--- src/rtl/hretry_pkg.sv ---
package hretry_pkg;
  localparam int ERR_W   = 4;
  localparam int E_SIZE  = 0;
  localparam int E_TOUT  = 1;
  localparam int E_CRC   = 2;
  localparam int E_STUFF = 3;

  typedef enum logic [1:0] {
    HS_ACK   = 2'd0,
    HS_NAK   = 2'd1,
    HS_STALL = 2'd2,
    HS_NONE  = 2'd3
  } hs_e;

  typedef enum logic [1:0] {
    PH_IDLE   = 2'd0,
    PH_FLIGHT = 2'd1,
    PH_WAIT   = 2'd2,
    PH_PARK   = 2'd3
  } phase_e;

  typedef struct packed {
    logic [1:0]       hs;
    logic [ERR_W-1:0] err;
  } end_stat_t;
endpackage

--- src/rtl/hretry_judge.sv ---
module hretry_judge
  import hretry_pkg::*;
(
  input  end_stat_t st,
  output logic      terminal,
  output logic      retryable
);
  logic [ERR_W-1:0] err_seen;
  logic             any_err;

  // one slot per error class, so the set of retry causes can grow without rewriting the reduction
  for (genvar g = 0; g < ERR_W; g++) begin : g_err
    assign err_seen[g] = st.err[g];
  end

  always_comb begin
    any_err   = |err_seen;
    terminal  = (st.hs == HS_ACK) || (st.hs == HS_STALL);
    retryable = !terminal && ((st.hs == HS_NAK) || any_err);
  end
endmodule

--- src/rtl/hretry_timer.sv ---
module hretry_timer #(
  parameter int W = 12
) (
  input  logic         clk,
  input  logic         rst_n,
  input  logic         load,
  input  logic [W-1:0] load_val,
  input  logic         run,
  input  logic         tick,
  output logic [W-1:0] value,
  output logic         zero
);
  localparam logic [W-1:0] ONE = W'(1);

  always_ff @(posedge clk or negedge rst_n) begin
    if (!rst_n) begin
      value <= '0;
    end else if (load) begin
      value <= load_val;
    end else if (run && tick && (value != '0)) begin
      value <= value - ONE;
    end
  end

  assign zero = (value == '0);
endmodule

--- src/rtl/hretry_fsm.sv ---
module hretry_fsm
  import hretry_pkg::*;
(
  input  logic   clk,
  input  logic   rst_n,
  input  logic   tok_issue,
  input  logic   eng_start,
  input  logic   end_valid,
  input  logic   terminal,
  input  logic   retryable,
  input  logic   retry_en,
  input  logic   disconn,
  input  logic   sof_irq,
  input  logic   sof_done,
  input  logic   eof_area,
  input  logic   tmr_zero,
  output phase_e phase,
  output logic   accept,
  output logic   finish,
  output logic   tmr_load,
  output logic   tmr_run
);
  phase_e nxt;
  logic   halt_ext;

  assign halt_ext = !retry_en || disconn || sof_irq;
  assign accept   = (phase == PH_FLIGHT) && end_valid;
  assign tmr_load = (phase == PH_IDLE) && tok_issue;
  assign tmr_run  = (phase == PH_FLIGHT) || (phase == PH_WAIT);

  always_comb begin
    nxt    = phase;
    finish = 1'b0;
    unique case (phase)
      PH_IDLE: begin
        if (tok_issue) nxt = PH_FLIGHT;
      end
      PH_FLIGHT: begin
        if (end_valid) begin
          if (terminal || !retryable || halt_ext || tmr_zero) begin
            finish = 1'b1;
            nxt    = PH_IDLE;
          end else if (eof_area) begin
            nxt = PH_PARK;
          end else begin
            nxt = PH_WAIT;
          end
        end
      end
      PH_WAIT: begin
        if (halt_ext || tmr_zero) begin
          finish = 1'b1;
          nxt    = PH_IDLE;
        end else if (eng_start) begin
          nxt = PH_FLIGHT;
        end
      end
      PH_PARK: begin
        if (halt_ext) begin
          finish = 1'b1;
          nxt    = PH_IDLE;
        end else if (sof_done) begin
          nxt = PH_WAIT;
        end
      end
      default: nxt = PH_IDLE;
    endcase
  end

  always_ff @(posedge clk or negedge rst_n) begin
    if (!rst_n) phase <= PH_IDLE;
    else        phase <= nxt;
  end
endmodule

--- src/rtl/hretry_ctrl.sv ---
module hretry_ctrl
  import hretry_pkg::*;
#(
  parameter int TMR_W = 12
) (
  input  logic             clk,
  input  logic             rst_n,
  input  logic             retry_en,
  input  logic [TMR_W-1:0] tmr_reload,
  input  logic             bit_tick,
  input  logic             eof_area,
  input  logic             sof_done,
  input  logic             sof_irq,
  input  logic             disconn,
  input  logic             tok_issue,
  input  logic             eng_start,
  input  logic             end_valid,
  output logic             end_ready,
  input  logic [1:0]       end_hs,
  input  logic [ERR_W-1:0] end_err,
  output logic             reissue_req,
  output logic             done_pulse,
  output logic [1:0]       fin_hs,
  output logic [ERR_W-1:0] fin_err
);
  localparam end_stat_t STAT_RST = '{hs: HS_NONE, err: '0};

  end_stat_t        in_stat, last_q, fin_q;
  logic             terminal, retryable;
  logic             accept, finish, tmr_load, tmr_run, tmr_zero;
  logic [TMR_W-1:0] tmr_val;
  logic             done_q;
  phase_e           phase;

  assign in_stat = '{hs: end_hs, err: end_err};

  hretry_judge u_judge (
    .st        (in_stat),
    .terminal  (terminal),
    .retryable (retryable)
  );

  hretry_timer #(.W(TMR_W)) u_timer (
    .clk      (clk),
    .rst_n    (rst_n),
    .load     (tmr_load),
    .load_val (tmr_reload),
    .run      (tmr_run),
    .tick     (bit_tick),
    .value    (tmr_val),
    .zero     (tmr_zero)
  );

  hretry_fsm u_fsm (
    .clk       (clk),
    .rst_n     (rst_n),
    .tok_issue (tok_issue),
    .eng_start (eng_start),
    .end_valid (end_valid),
    .terminal  (terminal),
    .retryable (retryable),
    .retry_en  (retry_en),
    .disconn   (disconn),
    .sof_irq   (sof_irq),
    .sof_done  (sof_done),
    .eof_area  (eof_area),
    .tmr_zero  (tmr_zero),
    .phase     (phase),
    .accept    (accept),
    .finish    (finish),
    .tmr_load  (tmr_load),
    .tmr_run   (tmr_run)
  );

  // last accepted status; the final outputs copy it (or the incoming one) only on closing
  always_ff @(posedge clk or negedge rst_n) begin
    if (!rst_n) begin
      last_q <= STAT_RST;
      fin_q  <= STAT_RST;
      done_q <= 1'b0;
    end else begin
      done_q <= finish;
      if (accept) last_q <= in_stat;
      if (finish) fin_q  <= accept ? in_stat : last_q;
    end
  end

  assign end_ready   = (phase == PH_FLIGHT);
  assign reissue_req = (phase == PH_WAIT);
  assign done_pulse  = done_q;
  assign fin_hs      = fin_q.hs;
  assign fin_err     = fin_q.err;

  logic unused_ok;
  assign unused_ok = ^tmr_val;
endmodule

--- config.mk ---
export PLATFORM = sky130hd
export DESIGN_NAME = hretry_ctrl
export DESIGN_NICKNAME = d
export VERILOG_FILES = /design/src/rtl/hretry_pkg.sv /design/src/rtl/hretry_judge.sv /design/src/rtl/hretry_timer.sv /design/src/rtl/hretry_fsm.sv /design/src/rtl/hretry_ctrl.sv
export SDC_FILE = /design/constraint.sdc
export NUM_CORES = 1
export LEC_CHECK = 0
export BUFFER_PORTS_ARGS = -buffer_cell sky130_fd_sc_hd__buf_2
export CAP_MARGIN = 30
export CORE_UTILIZATION = 55
export CTS_BUF_LIST = sky130_fd_sc_hd__clkbuf_8
export DETAILED_ROUTE_END_ITERATION = 8
export PLACE_DENSITY = 0.93
export REMOVE_ABC_BUFFERS = 1
export SYNTH_ARGS = -nofsm -noshare
export SYNTH_HDL_FRONTEND = slang
export SYNTH_SLANG_ARGS = --single-unit
export TNS_END_PERCENT = 100
--- constraint.sdc ---
create_clock -name clk -period 2.9 [get_ports clk]
set_input_delay 0 -clock clk [delete_from_list [all_inputs] [get_ports clk]]
set_output_delay 0 -clock clk [all_outputs]
set_load 0.05 [all_outputs]
==> results of run 1 <==
cell families (layout without fill, tap and decap cells):
group	after synthesis	count (layout)
and+or+nand+nor	50	50
DFF	27	27
xor gates and xnor gates	5	5
AOI/OAI and AO/OA	34	34
adders and majority gates	5	5
muxes	13	13
buffers and inverters	14	62
worst max-delay path, cell delays in order (launching register included):
cell and delay, ns:
dfrtp_1 0.41, inv_1 0.07, ha_1 0.21, nor3b_1 0.56, a31oi_2 0.26, a211oi_4 0.46, mux2_2 0.39
path summary, 6_finish.rpt:
| kind | start | end | slack (ns) |
|---|---|---|---|
| hold reg to reg | last_q[4] | last_q[4] | 0.51 |
| max in group asynchronous | rst_n | fin_err[3] | 2.26 |
| hold / removal | end_err[2] | last_q[2] | 0.008 |
| setup / recovery | u_timer.value[0] | fin_err[3] | 0.41 |
| setup reg to reg | u_timer.value[0] | fin_err[3] | 0.41 |
| min in group asynchronous | rst_n | u_fsm.phase[0] | 0.24 |
cell type report:
class | instances | share of cell area (%)
clock buffers | 3 | 2.15
clock inverters | 1 | 0.391
inverters | 8 | 1.56
multi-input cells | 107 | 42.1
flip-flops and latches | 27 | 35.4
well taps | 30 | 1.95
repair buffers | 50 | 16.4
stage by stage:
| step | instance area, sq um | std cells | util (%) | worst slack [ns] | total power, mW |
|---|---|---|---|---|---|
| global route | 1920 | 226 | 74.8 | 0.261 | 1.92 |
| CTS | 1920 | 226 | 74.8 | 0.457 | 1.81 |
| floorplan | 1520 | 142 | - | 0.684 | 1.35 |
| global placement | 1740 | 209 | 67.8 | 0.647 | 1.50 |
| detailed placement | 1740 | 209 | 67.8 | 0.494 | 1.56 |
| finish | 1920 | 226 | 74.8 | 0.413 | 1.82 |
registers in the layout (all words and copies together) (netlist names):
name           flops
done_pulse         1
fin_err            4
fin_hs             2
last_q             6
u_fsm.phase        2
u_timer.value     12
power groups by stage:
stage	Combinational, mW	Sequential (mW)	Clock (mW)
after floorplan	0.486	0.860	0
after global placement	0.789	0.709	0
after detailed placement	0.832	0.733	0
after CTS	0.855	0.730	0.224
after global routing	0.931	0.757	0.236
final	0.858	0.737	0.219
per-layer routing:
layer	routed length, microns	global-route usage [%]	vias up
li1	-	-	647
met1	1520	30.6	642
met2	1900	49.8	53
met3	166	4.37	16
met4	153	17.1	0
met5	0	0	-
cell usage in the layout, fill, tap and decap left out, types with 4 or more instances in the layout:
cell	instances
buf_2	37
dfrtp_1	23
nor2_1	15
dlygate4sd3_1	13
mux2_2	12
inv_1	8
nand2_1	7
a21oi_1	6
a31oi_1	6
ha_1	5
o21ai_0	4
nand3_1	4
or4_1	4
dfstp_2	4
==> results.yml, run 1 <==
layout:
  n_antenna_cell: 0
  ff_latch_area_sq_um: 681
  fillCellCount: 181
  multi_input_area_sq_um: 808
  drive_above_1_share_pct: 33.7
  nets: 231
  synthToLayoutAreaGrowth_pct: 23.9
synthesis:
  synth_ff_type: "dfrtp_1"
  yosys_warnings: 0
  synth_adder_area_share_pct: 4.04
  synth_compound_gate_area_share_pct: 16.5
  yosysUniqueCellTypes: 48
  netlist_area_sq_um: 1550
  ys_ff_latch: 27
  synth_top_area_share_pct: 37.1
  synthesis.instances: 148
  synth_top_family_by_area: "simple AND/OR/NAND/NOR gates"
  synth_edf_count: 0
  synth_mux_area_share_pct: 9.36
  yosysMostFrequentCell: "dfrtp_1"
  synth_commonest_cells: "23 x dfrtp_1, 15 x nor2_1, 12 x mux2_2, 8 x inv_1, 7 x nand2_1"
  ys_top_cells_by_area: "dfrtp_1 37%, mux2_2 8.7%, dfstp_2 6.8%"
  synth_seq_area_share_pct: 43.9
  synthArstFlopShare_pct: 100
  syn_area_per_cell_sq_um: 10.5
  synth_top_area_cell: "dfrtp_1"
  yosys.area_share.simple_pct: 19.4
  synth-xor-area-share_pct: 2.82
placed_design:
  gp_congestion: 0.871
  port_buffers: 37
  hpwl_mm: 2.64
hold_path:
  hold_class: "primary input to flop"
  whs_path_depth: 2
setup_path:
  reg2reg_depth: 6
  worstPathRequired_ns: 3.06
  start_kind: "flop"
  crit_arrival_ns: 2.65
  worstSetupPathType: "flop to flop"
  worst_setup_path_end_kind: "flop"
  crit_fanout: 7
die:
  core_sq_um: 2570
  start_util_pct: 60.4
  die_w_microns: 55.1
  die_h_microns: 55.1
  ioPinCount: 38
  dieArea_sq_um: 3030
  std_cell_rows: 18
cts:
  clockRootBuffer: "clkbuf_8"
  cts.sinks: 27
  htreeDepth: 1
  cts_made_buffers: 3
  clk_latency_ns: 0.28
  clock_path_buffers: 2
  cts_tree: "yes"
  path_clk_slew_ns: 0.10
  postCtsSetupBuffers: 0
  cts_hold_buf: 13
  postCtsResizedCells: 0
route:
  ant_nets: 0
  initialDrtViolationCount: 29
  wirelength_mm: 3.74
  viasPerCell: 6.01
  num_vias: 1358
  firstDrtPassIters: 4
  avgRoutedWirePerCell_microns: 16.6
  drcViolationCount: 0
timing:
  holdWs_ns: 0.00755
  tns_ns: 0
  setup_viol: 0
  hold_violations: 0
  slew_viol_final: 0
  tightest_slew_ns: 0.686
  finalCritPeriodShare_pct: 85.8
  slew_headroom_pct: 54.1
  finClkSkew_ns: 0.00643
  rsz0062_at_grt: "false"
  fmax_mhz: 402
  min_period_ns: 2.49
power_and_ir_drop:
  p_leak_nw: 0.815
  ir_drop_mv: 0.784
  p_per_area_nw_per_um2: 945
  p_comb_share_pct: 47.3
  internal_power_mw: 0.998
  power.share.clock_pct: 12.1
  power_frac_seq_pct: 40.6
  swShare_pct: 45.0
  p_sw_mw: 0.817
global_route:
  grt_first_pass_wirelength_mm: 5.85
  grt_max_degree: 28
  grt_pass1_vias: 1350
  antenna_found_initial: 0
  grt_usage_pct: 27.9
  overflow: 0
job:
  drv_cap: 0
run_status:
  status: "finished, final reports clean"
Note: power is estimated with default switching activity, not from simulation.
==> inputs of run 2 (changes only) <==
--- a/config.mk
+++ b/config.mk
@@ -10,7 +10,7 @@
 export CORE_UTILIZATION = 55
 export CTS_BUF_LIST = sky130_fd_sc_hd__clkbuf_8
 export DETAILED_ROUTE_END_ITERATION = 8
-export PLACE_DENSITY = 0.93
+export PLACE_DENSITY = 0.78
 export REMOVE_ABC_BUFFERS = 1
 export SYNTH_ARGS = -nofsm -noshare
 export SYNTH_HDL_FRONTEND = slang
==> results.yml, run 2 (synthesis results as in run 1) <==
timing:
  tns_ns: 0
  setup_viol: 0
  final.setup.worst_slack_ns: 0.477
  slew_viol_final: 0
  finalCritPeriodShare_pct: 83.5
  rsz0062_at_grt: "false"
  tightest_slew_ns: 0.700
  hold_violations: 0
  min_period_ns: 2.42
  slew_headroom_pct: 53.2
  finClkSkew_ns: 0.00469
  fmax_mhz: 413
hold_path:
  hold_class: "primary input to flop"
setup_path:
  crit_fanout: 7
  worst_setup_path_end_kind: "flop"
  worstSetupPathType: "flop to flop"
  r2r_slack_ns: 0.48
  start_kind: "flop"
  crit_arrival_ns: 2.60
  worstPathRequired_ns: 3.07
cts:
  clockRootBuffer: "clkbuf_8"
  cts.sinks: 27
  path_clk_slew_ns: 0.10
  cts_made_buffers: 3
  clock_path_buffers: 2
  postCtsSetupBuffers: 0
  clk_latency_ns: 0.28
  cts_tree: "yes"
  htreeDepth: 1
run_status:
  status: "finished, final reports clean"
placed_design:
  hpwl_mm: 2.49
  gp_congestion: 0.867
  port_buffers: 37
  placed_cells: 210
  post-place-ws_ns: 0.512
global_route:
  grt_usage_pct: 27.2
  grt_pass1_vias: 1282
  grt_max_degree: 28
  grt_first_pass_wirelength_mm: 5.80
  overflow: 0
  antenna_found_initial: 0
layout:
  fillCellCount: 176
  n_antenna_cell: 0
  mostFrequentLayoutCells: "37 x buf_2, 23 x dfrtp_1, 17 x dlygate4sd3_1"
  final_cells: 231
  layout_commonest_cell: "buf_2"
  largest-register: "u_timer.value"
  nets: 236
  drive_above_1_share_pct: 33.3
  largest_register_ff_count: 12
  synthToLayoutAreaGrowth_pct: 27.0
die:
  start_util_pct: 60.4
  dieArea_sq_um: 3030
  std_cell_rows: 18
  die_h_microns: 55.1
  die_w_microns: 55.1
  ioPinCount: 38
  core_sq_um: 2570
route:
  firstDrtPassIters: 4
  viasPerCell: 5.86
  ant_nets: 0
  num_vias: 1353
  initialDrtViolationCount: 39
  drcViolationCount: 0
  wirelength_mm: 3.56
  avgRoutedWirePerCell_microns: 15.4
power_and_ir_drop:
  fin_total_pwr_mw: 1.79
  ir_drop_mv: 0.766
  p_leak_nw: 0.837
  p_per_area_nw_per_um2: 911
job:
  drv_cap: 0
==> run 2: cell count changes in the layout (fill, tap and decap cells not counted), sizes merged <==
cell / change
buf: +1
dlygate4sd3: +4
==> run 2: worst max-delay path, cell delays in order (launching register included) <==
cell	delay, ns
dfrtp_1	0.41
inv_1	0.06
ha_1	0.17
nor3b_1	0.54
a31oi_2	0.26
a211oi_4	0.48
mux2_2	0.39
==> run 2: area by class of cell <==
| cell class | count | area, sq um | share of cell area, % |
|---|---|---|---|
| inverter | 8 | 30.0 | 1.53 |
| multi-input combinational | 107 | 808 | 41.1 |
| sequential | 27 | 681 | 34.6 |
| timing repair buffer | 55 | 363 | 18.4 |
| clock inverter | 1 | 7.51 | 0.381 |
| tap | 30 | 37.5 | 1.91 |
| clock buffer | 3 | 41.3 | 2.10 |
==> run 2: through the flow <==
step	util [%]	instance area (sq um)	hold WS, ns
5_1_grt	76.7	1970	0.0268
4_1_cts	76.7	1970	0.0106
3_3_place_gp	68.1	1750	0.0281
6_report	76.7	1970	0.0146
3_5_place_dp	68.1	1750	0.0459
2_1_floorplan	-	1520	-0.296
==> run 2: power by group <==
group          switching, mW  internal, mW  total (mW)
Sequential             0.148         0.574       0.722
Combinational          0.518         0.330       0.849
Clock                  0.123        0.0977       0.221
==> run 2: timing repair <==
action	in CTS	in global routing
resized for setup	0	0
hold endpoints to repair	38	0
hold buffers	17	0
==> run 2: path summary, 6_finish.rpt <==
path,to,cells past startpoint,start
worst max register to register,fin_err[0],6,u_timer.value[0]
worst max-delay path,fin_err[0],6,u_timer.value[0]
min in group asynchronous,u_timer.value[0],2,rst_n
worst min register to register,last_q[0],1,last_q[0]
worst min-delay path,u_timer.value[7],3,tmr_reload[7]
max in group asynchronous,u_timer.value[10],2,rst_n
==> run 2: metal layers <==
metal  part of all wire [%]  routed length (microns)  GRT usage, %
met4                    1.1                       38          11.3
met3                    5.3                      190          5.19
met2                     49                     1740          42.4
met5                      0                        0             0
met1                     45                     1590          36.8
